$ cat src/rtl/iomap_pkg.sv
package iomap_pkg;

    localparam int PORT_BITS = 16;
    localparam int CFG_W     = 32;

    localparam logic [PORT_BITS-1:0] LATCH_PORT  = 16'h0CF8;
    localparam logic [PORT_BITS-1:0] WINDOW_BASE = 16'h0CFC;
    localparam logic [2:0]           LATCH_SIZE  = 3'd4;

    typedef enum logic [1:0] {
        CLS_PLAIN  = 2'd0,
        CLS_LATCH  = 2'd1,
        CLS_WINDOW = 2'd2,
        CLS_BAD    = 2'd3
    } port_cls_e;

    typedef struct packed {
        logic err;
        logic latch_hit;
        logic uncache;
    } rsp_flags_t;

    function automatic port_cls_e classify(input logic [PORT_BITS-1:0] p,
                                           input logic [2:0]           sz,
                                           input logic                 high_nz);
        port_cls_e c;
        if (high_nz)
            c = CLS_BAD;
        else if (p == LATCH_PORT && sz == LATCH_SIZE)
            c = CLS_LATCH;
        else if ({p[PORT_BITS-1:2], 2'b00} == WINDOW_BASE)
            c = CLS_WINDOW;
        else
            c = CLS_PLAIN;
        return c;
    endfunction

endpackage

$ cat src/rtl/iomap_decode.sv
module iomap_decode
    import iomap_pkg::*;
#(
    parameter int PORT_W = 20
) (
    input  logic [PORT_W-1:0]    port_in,
    input  logic [2:0]           size_in,
    output port_cls_e            cls,
    output logic [PORT_BITS-1:0] port16
);
    logic high_nz;

    generate
        if (PORT_W > PORT_BITS) begin : g_wide
            assign high_nz = |port_in[PORT_W-1:PORT_BITS];
            assign port16  = port_in[PORT_BITS-1:0];
        end else begin : g_narrow
            assign high_nz = 1'b0;
            assign port16  = PORT_BITS'(port_in);
        end
    endgenerate

    assign cls = classify(port16, size_in, high_nz);

endmodule

$ cat src/rtl/iomap_cfg_latch.sv
module iomap_cfg_latch
    import iomap_pkg::*;
(
    input  logic             clk,
    input  logic             rst,
    input  logic             we,
    input  logic [CFG_W-1:0] wdata,
    output logic [CFG_W-1:0] q
);
    always_ff @(posedge clk) begin
        if (rst)
            q <= '0;
        else if (we)
            q <= wdata;
    end


    latch_load_chk: assert property (@(posedge clk) disable iff (rst)
        we |=> (q == $past(wdata)));


    latch_hold_chk: assert property (@(posedge clk) disable iff (rst)
        !we |=> $stable(q));

endmodule

$ cat src/rtl/iomap_addr_build.sv
module iomap_addr_build
    import iomap_pkg::*;
#(
    parameter int               PA_W       = 48,
    parameter logic [PA_W-1:0]  IO_PREFIX  = 48'h8000_0000_0000,
    parameter logic [PA_W-1:0]  CFG_PREFIX = 48'hC000_0000_0000
) (
    input  port_cls_e            cls,
    input  logic [PORT_BITS-1:0] port16,
    input  logic                 cfg_en,
    input  logic [30:2]          cfg_field,
    output logic [PA_W-1:0]      addr,
    output rsp_flags_t           flags
);
    logic [PA_W-1:0] io_addr;
    logic [PA_W-1:0] cfg_addr;

    assign io_addr  = IO_PREFIX | PA_W'(port16);
    assign cfg_addr = CFG_PREFIX | PA_W'({cfg_field, port16[1:0]});

    always_comb begin
        addr  = '0;
        flags = '0;
        unique case (cls)
            CLS_BAD: begin
                flags.err = 1'b1;
            end
            CLS_LATCH: begin
                flags.latch_hit = 1'b1;
            end
            CLS_WINDOW: begin
                flags.uncache = 1'b1;
                addr          = cfg_en ? cfg_addr : io_addr;
            end
            default: begin
                flags.uncache = 1'b1;
                addr          = io_addr;
            end
        endcase
    end

endmodule

$ cat src/rtl/iomap_remap.sv
module iomap_remap
    import iomap_pkg::*;
#(
    parameter int               PORT_W     = 20,
    parameter int               PA_W       = 48,
    parameter logic [PA_W-1:0]  IO_PREFIX  = 48'h8000_0000_0000,
    parameter logic [PA_W-1:0]  CFG_PREFIX = 48'hC000_0000_0000
) (
    input  logic              clk,
    input  logic              rst,
    input  logic              req_valid,
    input  logic [PORT_W-1:0] req_port,
    input  logic [2:0]        req_size,
    input  logic              req_write,
    input  logic [CFG_W-1:0]  req_wdata,
    output logic [PA_W-1:0]   rsp_addr,
    output logic              rsp_uncache,
    output logic              rsp_latch_hit,
    output logic              rsp_err,
    output logic [CFG_W-1:0]  cfg_addr_o
);
    port_cls_e            cls;
    logic [PORT_BITS-1:0] port16;
    logic [PA_W-1:0]      raw_addr;
    rsp_flags_t           raw_flags;
    logic                 latch_we;
    logic [CFG_W-1:0]     cfg_q;

    iomap_decode #(.PORT_W(PORT_W)) u_decode (
        .port_in (req_port),
        .size_in (req_size),
        .cls     (cls),
        .port16  (port16)
    );

    iomap_addr_build #(
        .PA_W       (PA_W),
        .IO_PREFIX  (IO_PREFIX),
        .CFG_PREFIX (CFG_PREFIX)
    ) u_build (
        .cls       (cls),
        .port16    (port16),
        .cfg_en    (cfg_q[31]),
        .cfg_field (cfg_q[30:2]),
        .addr      (raw_addr),
        .flags     (raw_flags)
    );

    assign latch_we = req_valid && req_write && (cls == CLS_LATCH);

    iomap_cfg_latch u_latch (
        .clk   (clk),
        .rst   (rst),
        .we    (latch_we),
        .wdata (req_wdata),
        .q     (cfg_q)
    );

    assign rsp_addr      = req_valid ? raw_addr : '0;
    assign rsp_uncache   = req_valid && raw_flags.uncache;
    assign rsp_latch_hit = req_valid && raw_flags.latch_hit;
    assign rsp_err       = req_valid && raw_flags.err;
    assign cfg_addr_o    = cfg_q;


    bad_port_quiet_chk: assert property (@(posedge clk) disable iff (rst)
        rsp_err |-> (rsp_addr == '0 && !rsp_uncache && !rsp_latch_hit));


    latch_hit_attr_chk: assert property (@(posedge clk) disable iff (rst)
        rsp_latch_hit |-> (!rsp_uncache && !rsp_err && rsp_addr == '0));


    bad_port_no_load_chk: assert property (@(posedge clk) disable iff (rst)
        (req_valid && req_write && rsp_err) |=> $stable(cfg_addr_o));


    idle_quiet_chk: assert property (@(posedge clk) disable iff (rst)
        !req_valid |-> (rsp_addr == '0 && !rsp_uncache && !rsp_latch_hit && !rsp_err));


    window_low_bits_chk: assert property (@(posedge clk) disable iff (rst)
        (req_valid && !rsp_err && req_port[15:2] == 14'h033F)
            |-> (rsp_uncache && rsp_addr[1:0] == req_port[1:0]));

endmodule

$ cat config.mk
export PLATFORM = sky130hd
export DESIGN_NAME = iomap_remap
export DESIGN_NICKNAME = d
export VERILOG_FILES = /design/src/rtl/iomap_pkg.sv /design/src/rtl/iomap_decode.sv /design/src/rtl/iomap_cfg_latch.sv /design/src/rtl/iomap_addr_build.sv /design/src/rtl/iomap_remap.sv
export SDC_FILE = /design/constraint.sdc
export NUM_CORES = 1
export LEC_CHECK = 0
export CORE_MARGIN = 5
export CORE_UTILIZATION = 35
export DETAILED_ROUTE_END_ITERATION = 7
export DONT_BUFFER_PORTS = 1
export PLACE_DENSITY_LB_ADDON = 0.25
export SLEW_MARGIN = 20
export SYNTH_ARGS = -nofsm -noshare
export SYNTH_HDL_FRONTEND = slang
export SYNTH_SLANG_ARGS = --single-unit
$ cat constraint.sdc
create_clock -name clk -period 6.5 [get_ports clk]
set_clock_uncertainty 0.2 [all_clocks]
set_input_delay 0.975 -clock clk [delete_from_list [all_inputs] [get_ports clk]]
set_output_delay 0.975 -clock clk [all_outputs]
set_load 0.005 [all_outputs]
==> flow_summary_export.csv, run 1 <==
group,metric,value,unit
outcome,outcome,"complete, no violations",
drt,drc,0,
synthesis,ys_ff_latch,32,
global_route,grt_pass1_vias,1602,
timing,timing_hold_violations_final,0,
critical_path,cpMaxStageDelayCell,"nor3_2",
timing,tightest_slew,0.907,ns
global_route,grtUsageTotal,0.172,
synthesis,yosys_warnings,0,
layout,syn_to_final_growth,2.64,%
floorplanning,io_pins,142,
timing,period_needed,4.13,ns
critical_path,reg2reg_from,"u_latch.q[15]",
hold_path,holdPathStages,2,
drt,vias,1694,
critical_path,critPathCaptureType,"output port",
clock_network,cts.repair.resized,0,
drt,drtAntennaViolNets,0,
clock_network,htreeDepth,2,
timing,finalSetupViolCount,0,
place,post-place-ws,2.36,ns
flow_run,cap_viol_max_count,0,
critical_path,rrSetupSlack,5.61,ns
timing,hold-worst-slack,0.293,ns
critical_path,criticalPathCategory,"input port to output port",
floorplanning,rows,26,
global_route,gr-total-overflow,0,
drt,drt_iter0_markers,61,
layout,nFillCells,536,
drt,drt_pass1_iterations,4,
power_and_ir_drop,power.density,202,nW/µm²
global_route,grt_pass1_wl,8.60,mm
synthesis,synth_top_area_cell,"dfxtp_1",
clock_network,cts_tree,"done",
critical_path,crit_path_max_incr_delay,0.73,ns
clock_network,insertion_delay,0.28,ns
drt,drt-total-wl,5.89,mm
timing,rsz0062_at_grt,"no",
layout,antennaDiodeCount,0,
synthesis,synth.area.top_cells,"dfxtp_1, nand4_1, a21oi_1",
clock_network,clock_path_buffers,2,
critical_path,rr_endpoint,"u_latch.q[15]",
timing,slew_violations,0,
critical_path,cp.arrival,2.95,ns
hold_path,holdPathEnd,"u_latch.q[25]",
place,portBuffers,0,
clock_network,path_clk_slew,0.06,ns
critical_path,required,5.32,ns
floorplanning,start_util,0.357,
synthesis,seq_area_frac_synth,0.356,
synthesis,netlist_area,1800,µm²
synthesis,avgSynthCellArea,8.04,µm²
timing,finalSetupTns,0,ns
critical_path,crit_buf_inv,1,
clock_network,cts_buffers,5,
timing,maxSlewHeadroom,0.392,
timing,post-route-period-util,0.635,
timing,setup_slack,2.37,ns
place,gp_congestion,0.729,
layout,post_route_cells_drive_above_1_share,0.0900,
global_route,antenna_found_initial,0,
power_and_ir_drop,ir_drop,0.120,mV
critical_path,crit_family,"simple AND/OR/NAND/NOR gates",
layout,fin_nets,270,
critical_path,reg2regPathDepth,2,
synthesis,syn_inst,224,
critical_path,cp_max_fo,16,
synthesis,synth_cell_types,27,
floorplanning,die_x,81.8,µm
power_and_ir_drop,leakage,0.601,nW
drt,avgViaCountPerCell,6.03,
hold_path,min_from,"u_latch.q[25]",
floorplanning,die_area,6680,µm²
clock_network,clkSinkCount,32,
floorplanning,core_area,5040,µm²
critical_path,path_cells,"nor4_1 > nand2_1 > nor3_2 > buf_4 > a22o_1",
synthesis,yosysTopAreaCellShare,0.356,
layout,largest_register_ffs,32,
place,dp.final_hpwl,4.06,mm
floorplanning,dieHeight,81.8,µm
drt,post_drt_wl_per_cell,21.0,µm
global_route,grt_max_degree,36,
critical_path,cp-start-kind,"input port",
layout,reg_top3,"u_latch.q (32)",
clock_network,cts_hold_buf,0,
clock_network,cts-root-buf,"clkbuf_8",
clock_network,postCtsSetupBuffers,0,
layout,largest-register,"u_latch.q",
hold_path,min_path_type,"flop to flop",
timing,fmax,0.242,GHz
-- logic make-up after synthesis --
| group | after synthesis | share of synthesized area |
|---|---|---|
| simple gates | 69 | 0.247 |
| compound gates | 82 | 0.261 |
| buf+inv | 40 | 0.134 |
| flops | 32 | 0.356 |
| other cells | 1 | 0.00208 |
-- per-stage QoR --
stage                     utilization  total power, mW  cell area [µm²]  std cells
after floorplan                     -            0.217             1850        238
after global placement          0.348            0.210             1750        274
after detailed placement        0.348            0.210             1750        274
after CTS                       0.367            0.379             1850        281
after global routing            0.367            0.392             1850        281
final                           0.367            0.373             1850        281
-- power by group --
group / leakage [nW] / total [mW] / switching (mW) / internal, mW
clock: 0.0503 / 0.166 / 0.0722 / 0.0943
sequential: 0.258 / 0.196 / 0.00000000796 / 0.196
combinational: 0.293 / 0.0101 / 0.00707 / 0.00306
total: 0.601 / 0.373 / 0.0793 / 0.293
-- worst max-delay path by stage --
stage | start | to | slack (ns) | cells past startpoint
after CTS | req_port[19] | rsp_addr[11] | 2.36 | 5
after detailed placement | req_port[19] | rsp_addr[11] | 2.36 | 5
after global placement | req_port[9] | rsp_addr[11] | 2.49 | 5
after floorplan | req_port[9] | rsp_addr[12] | 3.14 | 5
after global routing | req_port[19] | rsp_addr[11] | 2.12 | 5
final | req_port[19] | rsp_addr[11] | 2.37 | 5
-- metal layers --
metal / vias up / GRT usage / wire length [µm]
met5: - / 0 / 0
met4: 0 / 0.0399 / 46
met3: 5 / 0.0669 / 583
met2: 92 / 0.276 / 2850
met1: 818 / 0.217 / 2420
li1: 779 / - / -
-- Yosys cell counts, drive strengths merged --
master / count
a21oi: 35
a22o: 14
and2: 17
and3: 3
and4: 2
buf: 26
clkbuf: 13
conb: 1
dfxtp: 32
inv: 1
nand2: 3
nand4: 33
nor2: 1
nor2b: 1
nor3: 3
nor4: 1
nor4bb: 1
o21ai: 33
or2: 1
or4: 2
or4b: 1
-- cells in the final DEF (no fill, tap or decap), drive strengths merged --
master	count
and2	17
conb	15
nor2	1
a22o	14
a21oi	35
nand2	3
or2	1
dfxtp	32
nor4bb	1
and4	2
nor3	3
and3	3
o21ai	33
or4b	1
clkbuf	7
or4	2
inv	1
nor4	1
nand4	33
nor2b	1
buf	5
-- tightest hold or removal path, cell delays in order, from the launching register on --
cell and delay, ns:
dfxtp_1 0.34, o21ai_2 0.06, a21oi_1 0.05
-- layout make-up --
class / instances / area, µm² / area share
clock buffers: 7 / 96.3 / 0.0521
well taps: 70 / 87.6 / 0.0474
flip-flops and latches: 32 / 641 / 0.346
repair buffers: 5 / 37.5 / 0.0203
inverters: 1 / 3.75 / 0.00203
multi-input cells: 166 / 983 / 0.532
Power figures use the tool's default switching activity.
==> inputs of run 2 (changes only) <==
- clock period: 6.5 -> 4.1 ns (I/O delays scaled with it)
==> run 2 against run 1 <==
  * Die area unchanged
  * Via count decreased by 2.2%
  * Combinational power increased by 57%
  * Critical path depth decreased by 1
  * Routed wire length decreased by 2.0%
  * Clock-buffer cell count decreased by 1
  * Sequential power increased by 59%
  * Flip-flop and latch count unchanged
  * Largest cell class unchanged
  * Highest routed layer unchanged
==> flow_summary_export.csv, run 2 (synthesis gave the netlist of run 1 again) <==
group,metric,value,unit
timing,period_needed,2.99,ns
place,gp_congestion,0.657,
drt,drt-total-wl,5.78,mm
drt,drt_iter0_markers,37,
layout,fin_area,1880,µm²
layout,largest_register_ffs,32,
timing,maxSlewHeadroom,0.481,
drt,vias,1657,
layout,layout_commonest_cell,"a21oi_1",
layout,syn_to_final_growth,4.10,%
drt,drc,0,
power_and_ir_drop,ir_drop,0.172,mV
critical_path,criticalPathCategory,"input port to output port",
floorplanning,die_x,81.8,µm
global_route,grt.met1_usage,0.219,
critical_path,reg2regPathDepth,2,
clock_network,postCtsSetupBuffers,0,
global_route,grt_max_degree,33,
layout,instances_no_fill,284,
floorplanning,dieHeight,81.8,µm
drt,drt_pass1_iterations,4,
global_route,grt_use_met2,0.272,
floorplanning,core_area,5040,µm²
timing,hold-worst-slack,0.201,ns
place,dp.final_hpwl,4.06,mm
clock_network,clock_path_buffers,2,
global_route,gr-total-overflow,0,
place,portBuffers,0,
layout,reg_top3,"u_latch.q (32)",
layout,nFillCells,548,
timing,finalSetupTns,0,ns
hold_path,holdPathStages,1,
critical_path,required,3.28,ns
clock_network,cts_tree,"done",
power_and_ir_drop,power,0.625,mW
timing,post-route-period-util,0.729,
critical_path,cp_max_fo,8,
power_and_ir_drop,leakage,0.617,nW
drt,avgViaCountPerCell,5.83,
clock_network,clkSinkCount,32,
critical_path,crit_path_max_incr_delay,0.60,ns
floorplanning,rows,26,
global_route,grt_use_met3,0.0658,
timing,tightest_slew,0.776,ns
place,place_area,1770,µm²
floorplanning,io_pins,142,
layout,post_route_cells_drive_above_1_share,0.0981,
critical_path,critPathCaptureType,"output port",
layout,seqCellArea,641,µm²
hold_path,min_path_type,"input port to flop",
global_route,grt_pass1_vias,1594,
layout,largest-register,"u_latch.q",
clock_network,insertion_delay,0.28,ns
timing,fmax,0.335,GHz
clock_network,htreeDepth,2,
floorplanning,start_util,0.357,
timing,slew_violations,0,
drt,drtAntennaViolNets,0,
critical_path,cpMaxStageDelayCell,"a21oi_1",
critical_path,cp-start-kind,"input port",
flow_run,cap_viol_max_count,0,
global_route,grtUsageTotal,0.171,
global_route,grt-busiest-layer,"met2",
critical_path,cp.arrival,2.17,ns
global_route,antenna_found_initial,0,
clock_network,cts.repair.resized,0,
critical_path,path_cells,"nor4_1 > nand2_1 > a21oi_1 > a22o_1",
timing,rsz0062_at_grt,"no",
clock_network,cts_hold_buf,0,
timing,finalSetupViolCount,0,
outcome,outcome,"complete, no violations",
layout,antennaDiodeCount,0,
clock_network,cts-root-buf,"clkbuf_8",
global_route,grt_pass1_wl,8.69,mm
layout,fin_nets,272,
clock_network,path_clk_slew,0.07,ns
clock_network,cts_buffers,5,
drt,post_drt_wl_per_cell,20.3,µm
power_and_ir_drop,power.density,333,nW/µm²
floorplanning,die_area,6680,µm²
layout,mostFrequentLayoutCells,"a21oi_1, nand4_1, dfxtp_1",
layout,multi_input_area,983,µm²
timing,timing_hold_violations_final,0,
place,dp.cells,276,
==> run 2: stage by stage <==
step                 util  setup WS (ns)
detailed placement  0.351           1.09
CTS                 0.372           1.07
floorplan               -           1.46
finish              0.372           1.11
global placement    0.351           1.20
global route        0.372          0.760
==> run 2: power by group <==
group / internal [mW] / total (mW) / leakage, nW / switching [mW]
sequential: 0.311 / 0.311 / 0.258 / 0.0000000125
clock: 0.180 / 0.299 / 0.0552 / 0.118
combinational: 0.00505 / 0.0159 / 0.304 / 0.0109
==> run 2: per-layer routing <==
layer  wire [µm]  vias to the layer above
met2        2700                       91
li1            -                      788
met4          24                        0
met5           0                        -
met1        2400                      776
met3         655                        2
==> run 2: critical path: cells and delay by family <==
kind / cells / cell delay [ns]
AOI/OAI and AO/OA: 2 / 0.88
and+or+nand+nor: 2 / 0.68
==> run 2: path summary, 6_finish.rpt <==
path | slack [ns] | from | to
max reg2reg | 3.21 | u_latch.q[9] | u_latch.q[9]
max | 1.11 | req_port[19] | rsp_addr[11]
min | 0.20 | rst | u_latch.q[7]
min reg2reg | 0.29 | u_latch.q[5] | u_latch.q[5]
==> run 2: final cells by class <==
class	count	share of cell area
repair buffers	7	0.0280
clock buffers	6	0.0387
flip-flops and latches	32	0.342
multi-input cells	166	0.524
clock inverters	2	0.0187
well taps	70	0.0467
inverters	1	0.00200
==> inputs of run 3 (changes only) <==
- clock period: 4.1 -> 3.1 ns (I/O delays scaled with it)
==> run 3 against run 2 <==
  * Worst hold slack got worse by 0.15 ns
  * Non-clock buffer count rose by 2
  * Clock power rose by 33%
  * Power rose by 33%
  * Sequential share of layout area fell by 0.56 points
  * Register-to-register slack got worse by 0.99 ns
  * Critical path depth did not move
  * First-iteration DRC count rose to 2.5 times the previous value
  * Global-route usage fell by 0.058 points
  * Via count rose by 4.1%
  * Critical path type unchanged
==> flow_summary_export.csv, run 3 (synthesis gave the netlist of run 1 again) <==
group,metric,value,unit
outcome,outcome,"complete, no violations",
layout,fin_nets,274,
global_route,grt_max_degree,33,
hold_path,holdPathStages,1,
critical_path,criticalPathCategory,"input port to output port",
critical_path,rr_endpoint,"u_latch.q[15]",
layout,reg_top3,"u_latch.q (32)",
place,gp_congestion,0.706,
critical_path,cp-start-kind,"input port",
critical_path,crit_path_max_incr_delay,0.60,ns
floorplanning,rows,26,
critical_path,reg2reg_from,"u_latch.q[15]",
critical_path,path_cells,"nor4_1 > nand2_1 > a21oi_1 > a22o_1",
drt,drtAntennaViolNets,0,
clock_network,cts_hold_buf,0,
critical_path,reg2regPathDepth,2,
drt,vias,1725,
drt,drt-total-wl,5.88,mm
clock_network,postCtsSetupBuffers,0,
clock_network,cts-root-buf,"clkbuf_8",
power_and_ir_drop,leakage,0.629,nW
floorplanning,core_area,5040,µm²
timing,period_needed,2.70,ns
critical_path,crit_buf_inv,0,
floorplanning,die_x,81.8,µm
timing,post-route-period-util,0.870,
critical_path,rrSetupSlack,2.22,ns
timing,slew_violations,0,
critical_path,critPathCaptureType,"output port",
floorplanning,dieHeight,81.8,µm
drt,drt_iter0_markers,94,
layout,mostFrequentLayoutCells,"a21oi_1, nand4_1, dfxtp_1",
critical_path,cp.arrival,2.03,ns
clock_network,cts.repair.resized,0,
layout,post_route_cells_drive_above_1_share,0.111,
critical_path,cp_max_fo,8,
clock_network,clkSinkCount,32,
clock_network,cts_tree,"done",
power_and_ir_drop,power.density,436,nW/µm²
critical_path,required,2.43,ns
critical_path,crit_family,"compound AO/OA/AOI/OAI gates",
power_and_ir_drop,ir_drop,0.201,mV
global_route,grtUsageTotal,0.171,
layout,largest-register,"u_latch.q",
clock_network,cts_buffers,5,
hold_path,holdPathEnd,"u_latch.q[10]",
floorplanning,io_pins,142,
critical_path,cpMaxStageDelayCell,"a21oi_1",
layout,syn_to_final_growth,5.83,%
place,portBuffers,0,
timing,finalSetupViolCount,0,
clock_network,clock_path_buffers,2,
hold_path,min_path_type,"input port to flop",
flow_run,cap_viol_max_count,0,
drt,drc,0,
timing,maxSlewHeadroom,0.533,
global_route,grt_pass1_vias,1617,
timing,finalSetupTns,0,ns
hold_path,min_from,"rst",
clock_network,htreeDepth,2,
global_route,antenna_found_initial,0,
timing,fmax,0.371,GHz
global_route,grt_pass1_wl,8.58,mm
floorplanning,start_util,0.357,
layout,antennaDiodeCount,0,
layout,largest_register_ffs,32,
timing,tightest_slew,0.701,ns
timing,timing_hold_violations_final,0,
clock_network,insertion_delay,0.28,ns
clock_network,path_clk_slew,0.07,ns
global_route,gr-total-overflow,0,
timing,hold-worst-slack,0.0468,ns
layout,layout_commonest_cell,"a21oi_1",
timing,rsz0062_at_grt,"no",
drt,post_drt_wl_per_cell,20.6,µm
place,dp.final_hpwl,4.20,mm
drt,drt_pass1_iterations,5,
drt,avgViaCountPerCell,6.03,
floorplanning,die_area,6680,µm²
-- run 3: final cells by class --
type	instances	area, µm²
sequential	32	641
multi-input combinational	166	983
clock inverter	3	42.5
inverter	1	3.75
tap	70	87.6
timing repair buffer	9	80.1
fill	527	3140
clock buffer	5	68.8
-- run 3: power by group --
part           total, mW  switching [mW]  internal [mW]  leakage (nW)
Sequential         0.411    0.0000000164          0.411         0.258
Combinational     0.0220          0.0148        0.00713         0.317
Clock              0.399           0.161          0.238        0.0541
Total              0.831           0.176          0.656         0.629
-- run 3: worst max path at each step --
stage / start / end / cells after the start
3_5_place_dp: req_port[19] / rsp_addr[11] / 4
2_1_floorplan: req_port[9] / rsp_addr[12] / 5
5_1_grt: req_port[19] / rsp_addr[11] / 4
4_1_cts: req_port[19] / rsp_addr[11] / 4
6_report: req_port[19] / rsp_addr[11] / 4
3_3_place_gp: req_port[19] / rsp_addr[11] / 4
-- run 3: through the flow --
stage	instances	util	setup WS (ns)	power, mW	area (µm²)
floorplan	238	-	0.761	0.455	1850
finish	286	0.378	0.403	0.831	1910
global placement	278	0.356	0.477	0.442	1800
CTS	286	0.378	0.416	0.847	1910
global route	286	0.378	0.134	0.872	1910
detailed placement	278	0.356	0.416	0.442	1800
-- run 3: layer usage --
| metal | vias to the layer above | global-route usage | wire length, µm |
|---|---|---|---|
| li1 | 787 | - | - |
| met1 | 828 | 0.218 | 2470 |
| met2 | 105 | 0.277 | 2800 |
| met3 | 5 | 0.0581 | 576 |
| met4 | 0 | 0.0399 | 45 |
| met5 | - | 0 | 0 |
-- run 3: worst register-to-register path: cells and delay by family (launching register included) --
| family | cells | cell delay (ns) |
|---|---|---|
| DFF | 1 | 0.40 |
| AOI/OAI and AO/OA | 2 | 0.22 |
